--- src/rtl/phy_ctl_pkg.sv ---
package phy_ctl_pkg;

   typedef enum logic [1:0] {
      IM_STICKY = 2'd0,
      IM_LEVEL  = 2'd1,
      IM_RDCLR  = 2'd2
   } irq_mode_e;

   typedef struct packed {
      logic       ool_keep;
      logic       free_unassigned;
      logic [1:0] lb;
      logic       rx_synth;
      logic [1:0] imode;
   } mode_fields_t;

   localparam logic [1:0] LB_ILLEGAL = 2'b11;

   function automatic irq_mode_e decode_imode(input logic [1:0] code);
      if (code[1])      return IM_RDCLR;
      else if (code[0]) return IM_LEVEL;
      else              return IM_STICKY;
   endfunction

endpackage

--- src/rtl/phy_mode_reg.sv ---
module phy_mode_reg
   import phy_ctl_pkg::*;
#(
   parameter int DATA_W = 8
) (
   input  logic              clk,
   input  logic              rst_n,
   input  logic              wr,
   input  logic [DATA_W-1:0] wd,
   output mode_fields_t      fields
);
   localparam int FIELD_W = $bits(mode_fields_t);

   initial assert (DATA_W > FIELD_W) else $error("phy_mode_reg: DATA_W too small");

   mode_fields_t q;
   mode_fields_t wr_fields;

   always_comb begin
      wr_fields = mode_fields_t'(wd[FIELD_W-1:0]);
      if (wr_fields.lb == LB_ILLEGAL) wr_fields.lb = q.lb;
   end

   always_ff @(posedge clk or negedge rst_n) begin
      if (!rst_n)  q <= '0;
      else if (wr) q <= wr_fields;
   end

   assign fields = q;

   assert_no_illegal_lb_R3: assert property (@(posedge clk) disable iff (!rst_n)
      q.lb != LB_ILLEGAL);

   assert_lb_kept_R3: assert property (@(posedge clk) disable iff (!rst_n)
      (wr && wd[4:3] == LB_ILLEGAL) |=> $stable(q.lb));

endmodule

--- src/rtl/phy_irq_bank.sv ---
module phy_irq_bank
   import phy_ctl_pkg::*;
#(
   parameter int NSRC = 4
) (
   input  logic            clk,
   input  logic            rst_n,
   input  irq_mode_e       mode,
   input  logic [NSRC-1:0] src,
   input  logic            clr,
   output logic [NSRC-1:0] stat
);
   initial assert (NSRC >= 1 && NSRC <= 8) else $error("phy_irq_bank: NSRC out of range");

   logic [NSRC-1:0] src_q;

   always_ff @(posedge clk or negedge rst_n) begin
      if (!rst_n) src_q <= '0;
      else        src_q <= src;
   end

   for (genvar i = 0; i < NSRC; i++) begin : g_bit
      logic nxt;
      logic rise;

      assign rise = src[i] & ~src_q[i];

      always_comb begin
         unique case (mode)
            IM_STICKY: nxt = src[i] | (stat[i] & ~clr);
            IM_LEVEL:  nxt = src[i];
            default:   nxt = clr ? 1'b0 : (stat[i] | rise);
         endcase
      end

      always_ff @(posedge clk or negedge rst_n) begin
         if (!rst_n) stat[i] <= 1'b0;
         else        stat[i] <= nxt;
      end

      assert_sticky_hold_R5: assert property (@(posedge clk) disable iff (!rst_n)
         (mode == IM_STICKY && stat[i] && !clr) |=> stat[i]);

      assert_src_wins_R6: assert property (@(posedge clk) disable iff (!rst_n)
         (mode == IM_STICKY && src[i]) |=> stat[i]);

      assert_level_follow_R7: assert property (@(posedge clk) disable iff (!rst_n)
         (mode == IM_LEVEL) |=> (stat[i] == $past(src[i])));

      assert_read_clears_R8: assert property (@(posedge clk) disable iff (!rst_n)
         (mode == IM_RDCLR && clr) |=> !stat[i]);
   end

endmodule

--- src/rtl/phy_ctl_irq.sv ---
module phy_ctl_irq
   import phy_ctl_pkg::*;
#(
   parameter int          NSRC      = 4,
   parameter int          ADDR_W    = 8,
   parameter int          DATA_W    = 8,
   parameter logic [7:0]  MODE_ADDR = 8'h04,
   parameter logic [7:0]  STAT_ADDR = 8'h05,
   parameter logic [7:0]  EN_ADDR   = 8'h06
) (
   input  logic              clk,
   input  logic              rst_n,
   input  logic [ADDR_W-1:0] addr,
   input  logic [DATA_W-1:0] wdata,
   input  logic              wr_en,
   input  logic              rd_en,
   output logic [DATA_W-1:0] rdata,
   input  logic [NSRC-1:0]   src,
   output logic [NSRC-1:0]   stat,
   output logic              irq,
   output logic [1:0]        lb_sel,
   output logic              free_unassigned,
   output logic              rx_synth,
   output logic              ool_keep
);
   localparam int FIELD_W = $bits(mode_fields_t);
   localparam int PAD_W   = DATA_W - NSRC;

   initial assert (NSRC <= DATA_W && DATA_W == 8 && ADDR_W == 8)
      else $error("phy_ctl_irq: unsupported widths");

   mode_fields_t    fields;
   logic [NSRC-1:0] en_q;
   logic            irq_q;
   logic            hit_mode, hit_stat, hit_en;

   assign hit_mode = (addr == MODE_ADDR);
   assign hit_stat = (addr == STAT_ADDR);
   assign hit_en   = (addr == EN_ADDR);

   phy_mode_reg #(.DATA_W(DATA_W)) u_mode (
      .clk    (clk),
      .rst_n  (rst_n),
      .wr     (wr_en & hit_mode),
      .wd     (wdata),
      .fields (fields)
   );

   phy_irq_bank #(.NSRC(NSRC)) u_bank (
      .clk   (clk),
      .rst_n (rst_n),
      .mode  (decode_imode(fields.imode)),
      .src   (src),
      .clr   (rd_en & hit_stat),
      .stat  (stat)
   );

   always_ff @(posedge clk or negedge rst_n) begin
      if (!rst_n) begin
         en_q  <= '0;
         irq_q <= 1'b0;
      end else begin
         if (wr_en && hit_en) en_q <= wdata[NSRC-1:0];
         irq_q <= |(stat & en_q);
      end
   end

   always_comb begin
      rdata = '0;
      if (hit_mode)      rdata = {{(DATA_W-FIELD_W){1'b0}}, fields};
      else if (hit_stat) rdata = {{PAD_W{1'b0}}, stat};
      else if (hit_en)   rdata = {{PAD_W{1'b0}}, en_q};
   end

   assign irq             = irq_q;
   assign lb_sel          = fields.lb;
   assign free_unassigned = fields.free_unassigned;
   assign rx_synth        = fields.rx_synth;
   assign ool_keep        = fields.ool_keep;

   assert_irq_delay_R10: assert property (@(posedge clk) disable iff (!rst_n)
      1'b1 |=> (irq == $past(|(stat & en_q))));

   assert_bit7_zero_R2: assert property (@(posedge clk) disable iff (!rst_n)
      hit_mode |-> !rdata[DATA_W-1]);

endmodule

--- config.mk ---
export PLATFORM = sky130hd
export DESIGN_NAME = phy_ctl_irq
export DESIGN_NICKNAME = d
export VERILOG_FILES = /design/src/rtl/phy_ctl_pkg.sv /design/src/rtl/phy_mode_reg.sv /design/src/rtl/phy_irq_bank.sv /design/src/rtl/phy_ctl_irq.sv
export SDC_FILE = /design/constraint.sdc
export NUM_CORES = 1
export LEC_CHECK = 0
export CAP_MARGIN = 20
export CELL_PAD_IN_SITES_DETAIL_PLACEMENT = 1
export CELL_PAD_IN_SITES_GLOBAL_PLACEMENT = 1
export CORE_UTILIZATION = 34
export DETAILED_ROUTE_END_ITERATION = 8
export GPL_TIMING_DRIVEN = 0
export PLACE_DENSITY_LB_ADDON = 0.05
export SETUP_SLACK_MARGIN = 0.4
export SLEW_MARGIN = 0
export SYNTH_ARGS = -nofsm -noshare
export SYNTH_HDL_FRONTEND = slang
export SYNTH_SLANG_ARGS = --single-unit
--- constraint.sdc ---
create_clock -name clk -period 3.1 [get_ports clk]
set_input_delay 0.62 -clock clk [delete_from_list [all_inputs] [get_ports clk]]
set_output_delay 0.62 -clock clk [all_outputs]
set_load 0.01 [all_outputs]
==> impl_metrics.sql <==
INSERT INTO impl_metrics (metric_group, metric, value, unit) VALUES
('placement', 'post-place-ws', '-0.2465', 'ns'),
('critical_path', 'timing.critical_path.arrival', '2.04', 'ns'),
('global_routing', 'grt.overflow.total', '0', ''),
('pwr', 'combPwrFrac', '0.183', ''),
('synth', 'yosysSeqAreaShare', '0.4932', ''),
('critical_path', 'r2r_slack', '1.92', 'ns'),
('final_layout', 'final_net_count', '162', ''),
('synth', 'post_synth_main_area_contributors', 'sky130_fd_sc_hd__dfrtp_1 49%, sky130_fd_sc_hd__mux2_2 10%, sky130_fd_sc_hd__nand2_1 7.0%, sky130_fd_sc_hd__mux2i_1 3.9%, sky130_fd_sc_hd__o22ai_1 2.5%', ''),
('drt', 'postRouteWirelength', '2553', 'um'),
('drt', 'post_detailed_route_via_to_cell_ratio', '5.185', ''),
('timing', 'maxSlewHeadroom', '0.3751', ''),
('placement', 'dpl.cell_count', '161', ''),
('final_layout', 'multi_input_area', '505.5', 'um^2'),
('critical_path', 'worst_setup_path_start_kind', 'input pin', ''),
('synth', 'synthesis.instances', '92', ''),
('timing', 'finalWorstSetupSlack', '0.4419', 'ns'),
('global_routing', 'grt_antenna_before_repair', '0', ''),
('critical_path', 'worstReg2RegStart', 'u_mode.fields[1]$_DFFE_PN0P_', ''),
('synth', 'post_synthesis_sequential_element_count', '20', ''),
('pwr', 'pwr_density_cell', '353.2', 'mW/mm^2'),
('synth', 'postSynthAreaPerCell', '11.03', 'um^2'),
('hold_path', 'hold_start', 'u_mode.fields[4]$_DFFE_PN0P_', ''),
('final_layout', 'final_design_area_no_fill', '0.001509', 'mm^2'),
('synth', 'synthArstFlopShare', '1.000', ''),
('critical_path', 'critPathMaxFanout', '3', ''),
('global_routing', 'grt_pass1_vias', '989', ''),
('cts', 'clock_insertion_delay_worst_skew', '0.29', 'ns'),
('global_routing', 'grt_first_pass_wirelength', '4478', 'um'),
('pwr', 'peakVddDrop', '0.2778', 'mV'),
('final_layout', 'final-instance-count-excl-fill', '168', ''),
('cts', 'post_cts_hold_buffer_count', '0', ''),
('drt', 'detail-route-antenna-nets', '0', ''),
('drt', 'routed_wire_length_per_instance', '15.20', 'um'),
('pwr', 'cellLeakagePower', '0.6838', 'nW'),
('critical_path', 'crit_path_end', 'rdata[5]', ''),
('outcome', 'run_status', 'complete, no violations', ''),
('final_layout', 'fill_cells', '317', ''),
('synth', 'synth_area', '0.001015', 'mm^2'),
('synth', 'yosys_warnings', '0', ''),
('floorplan', 'die-area', '0.003207', 'mm^2'),
('critical_path', 'worst-r2r-cell-count', '3', ''),
('cts', 'cts.htree.levels', '1', ''),
('timing', 'finalSetupViolations', '0', ''),
('placement', 'place.port_buffers', '38', ''),
('drt', 'drtIter0Drc', '20', ''),
('synth', 'most_used_flip_flop_cell_after_synthesis', 'sky130_fd_sc_hd__dfrtp_1', ''),
('placement', 'dp_hpwl', '2011', 'um'),
('synth', 'syn_nets', '116', ''),
('timing', 'setup_tns', '0', 'ns'),
('drt', 'drc', '0', ''),
('synth', 'post_synth_most_frequent_cells', '20 x sky130_fd_sc_hd__dfrtp_1, 19 x sky130_fd_sc_hd__nand2_1, 9 x sky130_fd_sc_hd__mux2_2', ''),
('drt', 'dr.pass1.iters', '4', ''),
('pwr', 'net-switching-power', '0.1289', 'mW'),
('pwr', 'sequential_group_share_of_total_power', '0.536', ''),
('timing', 'rsz0062_at_grt', 'true', ''),
('critical_path', 'timing_worst_setup_path_type', 'in2out', ''),
('floorplan', 'die_height', '56.63', 'um'),
('synth', 'yosysTopAreaCell', 'sky130_fd_sc_hd__dfrtp_1', ''),
('synth', 'synth_edf_count', '0', ''),
('final_layout', 'post_route_cells_drive_above_1_share', '0.2482', ''),
('floorplan', 'boundaryPins', '42', ''),
('global_routing', 'maximum_number_of_pins_on_one_net_before_global_route_repair', '21', ''),
('synth', 'yosysTopAreaCellShare', '0.4932', ''),
('drt', 'num_vias', '871', ''),
('synth', 'number_of_different_library_cells_in_the_post_synthesis_netlist', '25', ''),
('timing', 'clock-skew-final', '0.0009697', 'ns'),
('timing', 'max_clock_freq', '0.3762', 'GHz'),
('floorplan', 'num_rows', '19', ''),
('floorplan', 'fp.coreArea', '0.002781', 'mm^2'),
('timing', 'finalCritPeriodShare', '0.8575', ''),
('cts', 'numCtsBuffers', '3', '');
layout by cell type, fill, tap and decap left out, types with 2 or more instances in the layout:
cell type / count
sky130_fd_sc_hd__nand2b_1: 2
sky130_fd_sc_hd__a21oi_1: 4
sky130_fd_sc_hd__nand2_1: 18
sky130_fd_sc_hd__o22ai_1: 4
sky130_fd_sc_hd__buf_4: 6
sky130_fd_sc_hd__o22a_1: 2
sky130_fd_sc_hd__nor4b_1: 2
sky130_fd_sc_hd__clkdlybuf4s50_1: 25
sky130_fd_sc_hd__nor4_4: 2
sky130_fd_sc_hd__a22oi_1: 2
sky130_fd_sc_hd__mux2i_1: 4
sky130_fd_sc_hd__clkbuf_4: 3
sky130_fd_sc_hd__dfrtp_1: 20
sky130_fd_sc_hd__clkdlybuf4s15_1: 2
sky130_fd_sc_hd__dlygate4sd2_1: 9
sky130_fd_sc_hd__nor2b_1: 2
sky130_fd_sc_hd__clkdlybuf4s15_2: 2
sky130_fd_sc_hd__or2_2: 4
sky130_fd_sc_hd__mux2_2: 9
sky130_fd_sc_hd__and2_1: 3
sequential cells by signal, summed over array words and instances (netlist names):
name / flops
en_q: 4
irq: 1
u_bank.src_q: 4
u_mode.fields: 7
u_bank.stat: 4
cell type report:
type | instances | share of cell area
buffer | 4 | 0.02239
clock buffer | 4 | 0.02405
multi-input combinational | 68 | 0.3350
sequential | 20 | 0.3317
tap | 31 | 0.02570
timing repair buffer | 41 | 0.2612
power groups by stage:
stage                     registers, mW  clock network, mW  logic (mW)
after floorplan                   0.291                  0      0.0353
after global placement            0.290                  0      0.0944
after detailed placement          0.291                  0      0.0973
after CTS                         0.286              0.159      0.0990
after global routing              0.288              0.165       0.107
final                             0.286              0.150      0.0973
through the flow:
| step | util | hold WS (ns) |
|---|---|---|
| floorplan | - | 0.3244 |
| global placement | 0.5155 | 0.4962 |
| detailed placement | 0.5155 | 0.5039 |
| CTS | 0.5416 | 0.5313 |
| global route | 0.5425 | 0.5733 |
| finish | 0.5425 | 0.5391 |
cells by family (layout without fill, tap and decap cells):
group           Yosys count  in the layout  share of synthesized area
simple gates             42             42                     0.2540
flops                    20             20                     0.4932
mux                      13             13                     0.1393
compound gates           12             12                    0.07644
buf+inv                   4             49                    0.03329
other cells               1              1                   0.003696
worst max-delay path, stage by stage:
cell and delay (ns):
sky130_fd_sc_hd__clkdlybuf4s50_1 0.46, sky130_fd_sc_hd__or4_4 0.46, sky130_fd_sc_hd__nor2_4 0.12, sky130_fd_sc_hd__and2_1 0.13
sky130_fd_sc_hd__clkdlybuf4s15_1 0.24
worst min-delay path by stage:
| stage | to | cells past startpoint |
|---|---|---|
| detailed placement | u_mode.fields[4]$_DFFE_PN0P_ | 1 |
| CTS | u_mode.fields[4]$_DFFE_PN0P_ | 1 |
| global route | en_q[3]$_DFFE_PN0P_ | 1 |
| finish | u_mode.fields[4]$_DFFE_PN0P_ | 1 |
| floorplan | en_q[0]$_DFFE_PN0P_ | 0 |
| global placement | u_mode.fields[4]$_DFFE_PN0P_ | 1 |
routing by layer:
metal | part of all wire | track usage
met5 | 0 | 0
met3 | 0.041 | 0.02995
met2 | 0.51 | 0.3160
met1 | 0.44 | 0.2300
met4 | 0.0074 | 0.05226
what timing repair did:
item | in CTS | in global routing
pin swaps | 4 | 0
endpoints found under the setup margin | 7 | 2
setup buffers | 3 | 0
gates resized for setup | 22 | 2
cloned | 0 | 0
Note: power is estimated with default switching activity, not from simulation.
